## src/rtl/rtc_idx_regs.sv

```systemverilog
module rtc_idx_regs #(
  parameter int CLK_HZ    = 50_000_000,
  parameter int PI_HZ     = 1024,
  parameter int INIT_SEC  = 0,
  parameter int INIT_MIN  = 0,
  parameter int INIT_HOUR = 0,
  parameter int INIT_DOW  = 0,
  parameter int INIT_DOM  = 1,
  parameter int INIT_MON  = 1,
  parameter int INIT_YEAR = 54
) (
  input  logic       clk,
  input  logic       rst_n,
  input  logic       idx_wr,
  input  logic       data_wr,
  input  logic       data_rd,
  input  logic [7:0] wdata,
  input  logic       sec_tick,
  output logic [7:0] rdata,
  output logic       err,
  output logic       per_irq
);
  localparam int DIV = CLK_HZ / PI_HZ;
  localparam int CW  = (DIV > 2) ? $clog2(DIV) : 1;
  localparam logic [CW-1:0] DIV_LAST = CW'(DIV - 1);

  localparam logic [7:0] IX_SEC = 8'h00, IX_MIN = 8'h02, IX_HR  = 8'h04,
                         IX_DOW = 8'h06, IX_DOM = 8'h07, IX_MON = 8'h08,
                         IX_YR  = 8'h09, IX_A   = 8'h0A, IX_B   = 8'h0B,
                         IX_C   = 8'h0C;

  logic [7:0] idx_q, sec_q, min_q, hr_q, dow_q, dom_q, mon_q, yr_q;
  logic       uip_q;
  logic [CW-1:0] div_q;
  logic [7:0] mdays, rd_val;
  logic       rd_bad;

  wire leap    = (yr_q[1:0] == 2'd0) && (yr_q != 8'd148) && (yr_q != 8'd248);
  wire end_min = (sec_q == 8'd59);
  wire end_hr  = end_min && (min_q == 8'd59);
  wire end_day = end_hr && (hr_q == 8'd23);
  wire end_mon = end_day && (dom_q == mdays);
  wire end_yr  = end_mon && (mon_q == 8'd12);

  always_comb begin
    case (mon_q)
      8'd2:                      mdays = leap ? 8'd29 : 8'd28;
      8'd4, 8'd6, 8'd9, 8'd11:   mdays = 8'd30;
      default:                   mdays = 8'd31;
    endcase
  end

  always_ff @(posedge clk) begin
    if (!rst_n) begin
      sec_q <= 8'(INIT_SEC);
      min_q <= 8'(INIT_MIN);
      hr_q  <= 8'(INIT_HOUR);
      dow_q <= 8'(INIT_DOW);
      dom_q <= 8'(INIT_DOM);
      mon_q <= 8'(INIT_MON);
      yr_q  <= 8'(INIT_YEAR);
    end else if (sec_tick) begin
      sec_q <= end_min ? 8'd0 : sec_q + 8'd1;
      if (end_min) min_q <= end_hr ? 8'd0 : min_q + 8'd1;
      if (end_hr)  hr_q  <= end_day ? 8'd0 : hr_q + 8'd1;
      if (end_day) begin
        dow_q <= (dow_q == 8'd6) ? 8'd0 : dow_q + 8'd1;
        dom_q <= end_mon ? 8'd1 : dom_q + 8'd1;
      end
      if (end_mon) mon_q <= end_yr ? 8'd1 : mon_q + 8'd1;
      if (end_yr)  yr_q  <= yr_q + 8'd1;
    end
  end

  always_comb begin
    rd_bad = 1'b0;
    case (idx_q)
      IX_SEC:  rd_val = sec_q;
      IX_MIN:  rd_val = min_q;
      IX_HR:   rd_val = hr_q;
      IX_DOW:  rd_val = dow_q;
      IX_DOM:  rd_val = dom_q;
      IX_MON:  rd_val = mon_q;
      IX_YR:   rd_val = yr_q;
      IX_A:    rd_val = {uip_q, 7'h26};
      IX_B:    rd_val = 8'h46;
      IX_C:    rd_val = 8'h00;
      default: begin rd_val = 8'h00; rd_bad = 1'b1; end
    endcase
  end

  always_ff @(posedge clk) begin
    if (!rst_n) begin
      idx_q <= 8'h00;
      uip_q <= 1'b1;
      rdata <= 8'h00;
      err   <= 1'b0;
    end else begin
      if (idx_wr) idx_q <= wdata;
      if (data_rd) rdata <= rd_val;
      if (data_rd && idx_q == IX_A) uip_q <= ~uip_q;
      err <= data_wr || (data_rd && rd_bad);
    end
  end

  always_ff @(posedge clk) begin
    if (!rst_n) begin
      div_q   <= '0;
      per_irq <= 1'b0;
    end else begin
      per_irq <= (div_q == DIV_LAST);
      div_q   <= (div_q == DIV_LAST) ? '0 : div_q + 1'b1;
    end
  end
endmodule

```

## config.mk

```make
export PLATFORM = sky130hd
export DESIGN_NAME = rtc_idx_regs
export DESIGN_NICKNAME = d
export VERILOG_FILES = /design/src/rtl/rtc_idx_regs.sv
export SDC_FILE = /design/constraint.sdc
export NUM_CORES = 1
export LEC_CHECK = 0
export BUFFER_PORTS_ARGS = -buffer_cell sky130_fd_sc_hd__clkbuf_2
export CAP_MARGIN = 20
export CORE_UTILIZATION = 45
export CTS_CLUSTER_DIAMETER = 80
export DETAILED_ROUTE_END_ITERATION = 7
export SLEW_MARGIN = 0
export SYNTH_ARGS = -nofsm -noshare
export SYNTH_HDL_FRONTEND = slang
export SYNTH_SLANG_ARGS = --single-unit
```

## constraint.sdc

```tcl
create_clock -name clk -period 2.56 [get_ports clk]
set_input_delay 0.256 -clock clk [delete_from_list [all_inputs] [get_ports clk]]
set_output_delay 0.256 -clock clk [all_outputs]
set_load 0.005 [all_outputs]
```

==> results of run 1 <==
[Yosys cell counts, drive strengths merged (5+ instances only)]
master  instances  share of area [%]
dfxtp          91                 37
nor2           77                5.9
nand2          49                3.8
xor2           35                6.2
nand3          25                2.5
nand4          24                3.0
a21oi          23                2.6
clkbuf         23                1.7
mux2i          23                4.7
nor3           18                2.1
o21ai          15                1.5
and3           14                1.8
xnor2          14                2.5
ha             13                3.3
inv            10               0.76
mux2           10                2.3
nand2b         10                1.3
o22ai           8                1.0
a211oi          6               0.91
nor2b           6               0.76
a22oi           5               0.76
buf             5               0.63
nor3b           5               0.76
or3             5               0.74
[sequential cells by signal (all words and copies together) (netlist names)]
name / count
idx_q: 8
min_q: 8
yr_q: 8
per_irq: 1
dow_q: 8
sec_q: 8
hr_q: 8
mon_q: 8
div_q: 16
dom_q: 8
err: 1
rdata: 8
uip_q: 1
[worst max-delay path by stage]
| stage | from | to | cells past startpoint |
|---|---|---|---|
| floorplan | mon_q[0] | yr_q[5] | 8 |
| global placement | mon_q[0] | yr_q[5] | 9 |
| detailed placement | mon_q[0] | yr_q[5] | 9 |
| CTS | mon_q[0] | yr_q[5] | 9 |
| global route | hr_q[0] | yr_q[5] | 8 |
| finish | mon_q[0] | yr_q[5] | 9 |
[through the flow]
step / utilization [%] / total power [W] / setup TNS [ps]
floorplan: - / 0.00160 / 0
detailed placement: 51.4 / 0.00167 / -38.8
global placement: 51.4 / 0.00166 / 0
CTS: 53.3 / 0.00265 / -19.4
global route: 54.2 / 0.00272 / -405
finish: 54.2 / 0.00262 / 0
[kinds of logic (layout without fill, tap and decap cells)]
| group | count (synthesis) | after routing | synth area share [%] |
|---|---|---|---|
| AOI/OAI and AO/OA | 90 | 91 | 13.7 |
| and+or+nand+nor | 260 | 260 | 27.2 |
| adders and majority gates | 13 | 13 | 3.30 |
| DFF | 91 | 91 | 36.9 |
| xor gates and xnor gates | 49 | 49 | 8.70 |
| muxes | 33 | 33 | 6.95 |
| buffers and inverters | 39 | 90 | 3.22 |
[power groups by stage]
stage | registers (W) | clock network (W) | logic, W
2_1_floorplan | 0.00147 | 0 | 0.000126
3_3_place_gp | 0.00148 | 0 | 0.000180
3_5_place_dp | 0.00149 | 0 | 0.000183
4_1_cts | 0.00145 | 0.00101 | 0.000184
5_1_grt | 0.00146 | 0.00106 | 0.000204
6_report | 0.00145 | 0.000977 | 0.000185
[cell type report]
| cell class | count | share of cell area, % |
|---|---|---|
| multi-input cells | 446 | 53.4 |
| inverters | 11 | 0.728 |
| flip-flops and latches | 91 | 32.2 |
| clock buffers | 9 | 2.18 |
| well taps | 136 | 3.00 |
| clock inverters | 7 | 1.12 |
| repair buffers | 63 | 7.45 |
[critical path: cells and delay by family (launching register included)]
kind / cells / cell delay [ps]
buffers and inverters: 2 / 270
muxes: 1 / 340
and+or+nand+nor: 3 / 860
adders and majority gates: 1 / 130
DFF: 1 / 340
AOI/OAI and AO/OA: 2 / 460
[metal layers]
metal	vias to the layer above	track usage, %	share of wire, %
li1	2157	-	-
met1	2061	30.6	48
met2	111	35.9	45
met3	24	3.59	4.8
met4	0	11.5	2.5
met5	-	0	0
[timing repair]
action	CTS	global route
gates resized for setup	1	20
endpoints found under the setup margin	6	19
buffers inserted	2	3
pin swaps	2	7
cloned	0	1
==> run summary, run 1 <==
- **number of routed nets with antenna violations** 0
- **final non-filler cell total** 763
- **post-synthesis cell count** 575
- **synthesized netlist net count** 602
- **Slew Viols, Final** 0
- **top library cells by usage in the layout, fill and taps aside** 89 x sky130_fd_sc_hd__dfxtp_1, 77 x sky130_fd_sc_hd__nor2_1, 48 x sky130_fd_sc_hd__nand2_1, 38 x sky130_fd_sc_hd__buf_4, 34 x sky130_fd_sc_hd__xor2_1
- **first-iteration detailed-routing DRC count** 264
- **Worst Hold Endpoint** err
- **RSZ-0062 raised after global routing** true
- **die area** 11,400 um2
- **P per Cell Area** 461 nW/um2
- **count of filler cells inserted in the layout** 1,023
- **clock tree buffer depth** 2
- **die boundary height** 107 um
- **clk root buf** sky130_fd_sc_hd__clkbuf_8
- **Clk pin slew, worst setup/hold paths** 110 ps
- **Setup WS pre-CTS** -35.5 ps
- **fraction of layout cells with a size suffix above 1** 19.0%
- **commonest non-fill, non-tap cell in the layout** sky130_fd_sc_hd__dfxtp_1
- **Slew Limit Headroom** 60.5%
- **count of vias placed by the detailed router** 4,353
- **Synth Cell Area** 4930 um2
- **area post-placement** 5370 um2
- **Hold Worst Slack** 72.0 ps
- **post-synthesis sequential area ratio** 36.9%
- **pin count of the biggest net entering global routing** 34
- **Final Hold Vio Count** 0
- **post-route DRC violation count** 0
- **largest stage delay on the critical path** 390 ps
- **Worst R2R Setup Slack** 40 ps
- **fraction of power spent switching nets** 27.9%
- **distinct cell type count after synthesis** 64
- **antenna cells** 0
- **reported max-cap violation count** 0
- **most used flip-flop cell after synthesis** sky130_fd_sc_hd__dfxtp_1
- **internal power summed over all cells** 0.00189 W
- **cell chain of the critical path** inv_2 -> ha_4 -> or3b_4 -> or3_4 -> a2111oi_4 -> buf_4 -> nand4_1 -> a21oi_1 -> mux2_1
- **kind of end point of the critical path** register
- **outcome** finished, final reports clean
- **Yosys Warn Count** 0
- **count of nets after finishing** 649
- **worst endpoint required time** 2840 ps
- **synth-to-layout area growth** 15.0%
- **crit path DAT** 2800 ps
- **GPL Wtd Cong** 0.905
- **Max Fclk** 0.396 GHz
- **post-route setup slack** 35.7 ps
- **number of antenna violations at the first check in global routing** 0
- **synthesized area divided by synthesized cell count** 8.58 um2
- **Worst Min Path Start** data_wr
- **I/O pin cnt** 24
- **count of cells along the worst register-to-register path** 9
- **x dimension of the die** 107 um
- **via count of the first global-routing pass** 4,245
- **asr flop ratio synth** 0%
- **capture point of the worst reg-to-reg path** yr_q[5]
- **startpoint of the worst register-to-register path** mon_q[0]
- **post-DR vias/cell** 5.71
- **hold crit path type** primary input to register
- **Overall Global Routing Usage** 22.9%
- **wire length of the first global-routing pass** 20,400 um
- **net switching power figure** 0.000730 W
- **Final min period** 2520 ps
- **# hold bufs at CTS** 0
- **cell row count** 37
- **number of buffers created by CTS** 9
- **Setup violations, final** 0
- **type of the worst setup path** register to register
- **clock network fraction of design power** 37.4%
- **worst-path maximum fanout** 7
- **Worst setup SP type** register
- **Sequential cell area** 1820 um2
- **IO buf count** 23
- **leakage component of the power** 2.11 nW
- **worst hold path cell count** 3
- **Flop pwr share** 55.6%
- **fraction of power consumed by combinational cells** 7.1%
- **Starting Density** 47.2%
- **worst skew pair latency** 390 ps
- **slowest stage cell on the critical path** sky130_fd_sc_hd__or3_4
- **worst slew pin tran** 591 ps
- **Final Skew** 11.8 ps
- **clock tree from TritonCTS** done
- **Clock Sink Count** 91
- **multi-input gate area in the final layout** 3030 um2
- **final std cell area, no fill** 5670 um2
- **wire length per cell** 16.5 um
- **portion of the clock cycle consumed by the worst path in the final layout** 98.6%
- **overflow left after global routing** 0
- **hpwl dp** 9090 um
- **final wirelength** 12,600 um
- **Seq cells post-synth** 91
- **number of flops mapped to enable cells by yosys** 0
- **H-Tree Level Count** 3
- **placeable core area** 10,500 um2
- **worst ir drop on vdd** 0.362 mV
- **first-pass iteration count of the detailed router** 5
- **number of placed instances, taps included** 742
(Power assumes the default switching activity.)
==> inputs of run 2 (changes only) <==
--- a/config.mk
+++ b/config.mk
@@ -7,6 +7,7 @@
 export LEC_CHECK = 0
 export BUFFER_PORTS_ARGS = -buffer_cell sky130_fd_sc_hd__clkbuf_2
 export CAP_MARGIN = 20
+export CORE_ASPECT_RATIO = 1.75
 export CORE_UTILIZATION = 45
 export CTS_CLUSTER_DIAMETER = 80
 export DETAILED_ROUTE_END_ITERATION = 7
==> run summary, run 2 (synthesis gave the netlist of run 1 again) <==
- **Clk pin slew, worst setup/hold paths** 70 ps, -40 ps
- **first-iteration detailed-routing DRC count** 175, -34%
- **number of routed nets with antenna violations** 0, unchanged
- **Slew Limit Headroom** 59.5%, -1.1 points
- **Top Family by Delay on Critical Path** simple AND/OR/NAND/NOR gates
- **synth-to-layout area growth** 17.2%
- **Worst setup SP type** register
- **worst skew pair latency** 350 ps, -40 ps
- **commonest non-fill, non-tap cell in the layout** sky130_fd_sc_hd__dfxtp_1
- **worst ir drop on vdd** 0.348 mV, -3.7%
- **type of the worst setup path** register to register
- **worst slew pin tran** 607 ps, +16.5 ps
- **cell row count** 50, +35%
- **top library cells by usage in the layout, fill and taps aside** 89 x sky130_fd_sc_hd__dfxtp_1, 77 x sky130_fd_sc_hd__nor2_1, 48 x sky130_fd_sc_hd__nand2_1, 36 x sky130_fd_sc_hd__buf_4, 35 x sky130_fd_sc_hd__xor2_1
- **count of filler cells inserted in the layout** 987, -3.5%
- **count of nets after finishing** 647, -0.31%
- **Final min period** 2550 ps, +25.6 ps
- **GPL Wtd Cong** 0.894, -1.2%
- **count of vias placed by the detailed router** 4,379, +0.60%
- **via count of the first global-routing pass** 4,379, +3.2%
- **I/O pin cnt** 24, unchanged
- **post-route DRC violation count** 0, unchanged
- **Hold Worst Slack** 110 ps, +38.1 ps
- **final wirelength** 13,200 um, +4.9%
- **Final Skew** 5.95 ps, -5.85 ps
- **largest stage delay on the critical path** 410 ps, +20 ps
- **x dimension of the die** 81.2 um, -24%
- **wire length per cell** 17.5 um, +6.0%
- **clk root buf** sky130_fd_sc_hd__clkbuf_16
- **# hold bufs at CTS** 0, unchanged
- **H-Tree Level Count** 3, unchanged
- **clock tree from TritonCTS** done
- **Starting Density** 46.1%, -1.0 points
- **Max Fclk** 0.392 GHz, -1.0%
- **kind of end point of the critical path** register
- **IO buf count** 23, unchanged
- **P per Cell Area** 537 nW/um2, +16%
- **overflow left after global routing** 0, unchanged
- **reported max-cap violation count** 0, unchanged
- **antenna cells** 0, unchanged
- **crit path DAT** 2790 ps, about the same
- **leakage component of the power** 2.17 nW, +2.6%
- **cell chain of the critical path** ha_4 -> or3b_4 -> or3_4 -> a2111oi_4 -> buf_6 -> nand4_1 -> a21oi_2 -> mux2_4
- **pin count of the biggest net entering global routing** 26, -24%
- **Setup violations, final** 0, unchanged
- **slowest stage cell on the critical path** sky130_fd_sc_hd__or3_4
- **count of buffering cells on the critical path with inverters included** 1, -1
- **Slew Viols, Final** 0, unchanged
- **clock tree buffer depth** 2, unchanged
- **Clock Sink Count** 91, unchanged
- **RSZ-0062 raised after global routing** true
- **number of antenna violations at the first check in global routing** 0, unchanged
- **post-DR vias/cell** 5.80, +1.7%
- **first-pass iteration count of the detailed router** 4, -1
- **die area** 11,400 um2, +0.14%
- **Overall Global Routing Usage** 24.8%, +1.9 points
- **number of buffers created by CTS** 9, unchanged
- **worst endpoint required time** 2800 ps, -40 ps
- **fraction of layout cells with a size suffix above 1** 17.6%, -1.4 points
- **die boundary height** 141 um, +32%
- **worst-path maximum fanout** 7, unchanged
- **number of placed instances, taps included** 735, -0.94%
- **largest register by flop count** div_q
- **Final Hold Vio Count** 0, unchanged
- **hold crit path type** primary input to register
- **placeable core area** 10,700 um2, +2.2%
- **wire length of the first global-routing pass** 21,400 um, +5.0%
- **outcome** finished, final reports clean
- **final cell utilization of the core** 54.1%, -0.15 points
- **final non-filler cell total** 755, -1.0%
- **flip-flop count of the largest register after layout** 16, unchanged
- **hpwl dp** 9870 um, +8.7%
- **portion of the clock cycle consumed by the worst path in the final layout** 99.6%, +1.0 points
==> run 2: changes by cell type in the layout (fill, tap and decap cells not counted), sizes merged <==
cell	previous run	this run
a21boi	3	2
clkbuf	32	34
bufinv	0	2
buf	40	39
inv	16	11
clkinvlp	0	1
==> run 2: power breakdown <==
| part | internal [W] | switching, W |
|---|---|---|
| logic | 0.0000745 | 0.000114 |
| clock network | 0.000888 | 0.000577 |
| registers | 0.00143 | 0.0000204 |
| total | 0.00239 | 0.000711 |
==> run 2: final cells by class <==
class / instances / area, um2 / share of cell area, %
timing repair buffer: 62 / 428 / 7.40
clock inverter: 5 / 85.1 / 1.47
multi-input combinational: 445 / 3000 / 51.8
tap: 130 / 163 / 2.81
inverter: 11 / 41.3 / 0.714
sequential: 91 / 1830 / 31.6
clock buffer: 11 / 243 / 4.20
==> run 2: routing by layer <==
layer  global-route usage (%)  part of all wire [%]
met1                     25.3                    38
met2                     44.3                    53
met3                     4.63                   2.8
met4                     16.4                   5.6
met5                        0                     0
==> run 2: final timing paths <==
| kind | from | to | slack [ps] | cells after the start |
|---|---|---|---|---|
| worst max-delay path | mon_q[1] | yr_q[5] | 10 | 8 |
| worst min-delay path | data_wr | err | 110 | 3 |
| worst max register to register | mon_q[1] | yr_q[5] | 10 | 8 |
| worst min register to register | div_q[0] | div_q[0] | 460 | 1 |
==> run 2: worst min-delay path, cell delays in order <==
cell and delay, ps:
sky130_fd_sc_hd__clkbuf_2 80, sky130_fd_sc_hd__a21oi_1 30, sky130_fd_sc_hd__nor2_1 60
==> run 2: per-stage QoR <==
stage / worst slack [ps] / setup TNS [ps] / cell area, um2 / total power (W)
6_report: 10.1 / 0 / 5780 / 0.00310
5_1_grt: -40.4 / -66.0 / 5780 / 0.00320
4_1_cts: 10.8 / 0 / 5710 / 0.00314
3_5_place_dp: -35.6 / -126 / 5370 / 0.00167
3_3_place_gp: 12.1 / 0 / 5370 / 0.00167
2_1_floorplan: 45.6 / 0 / 4930 / 0.00160
==> run 2: timing repair <==
item	CTS	global route
pin swaps	1	5
setup buffers	2	2
setup endpoints to repair	8	19
resized for setup	1	15
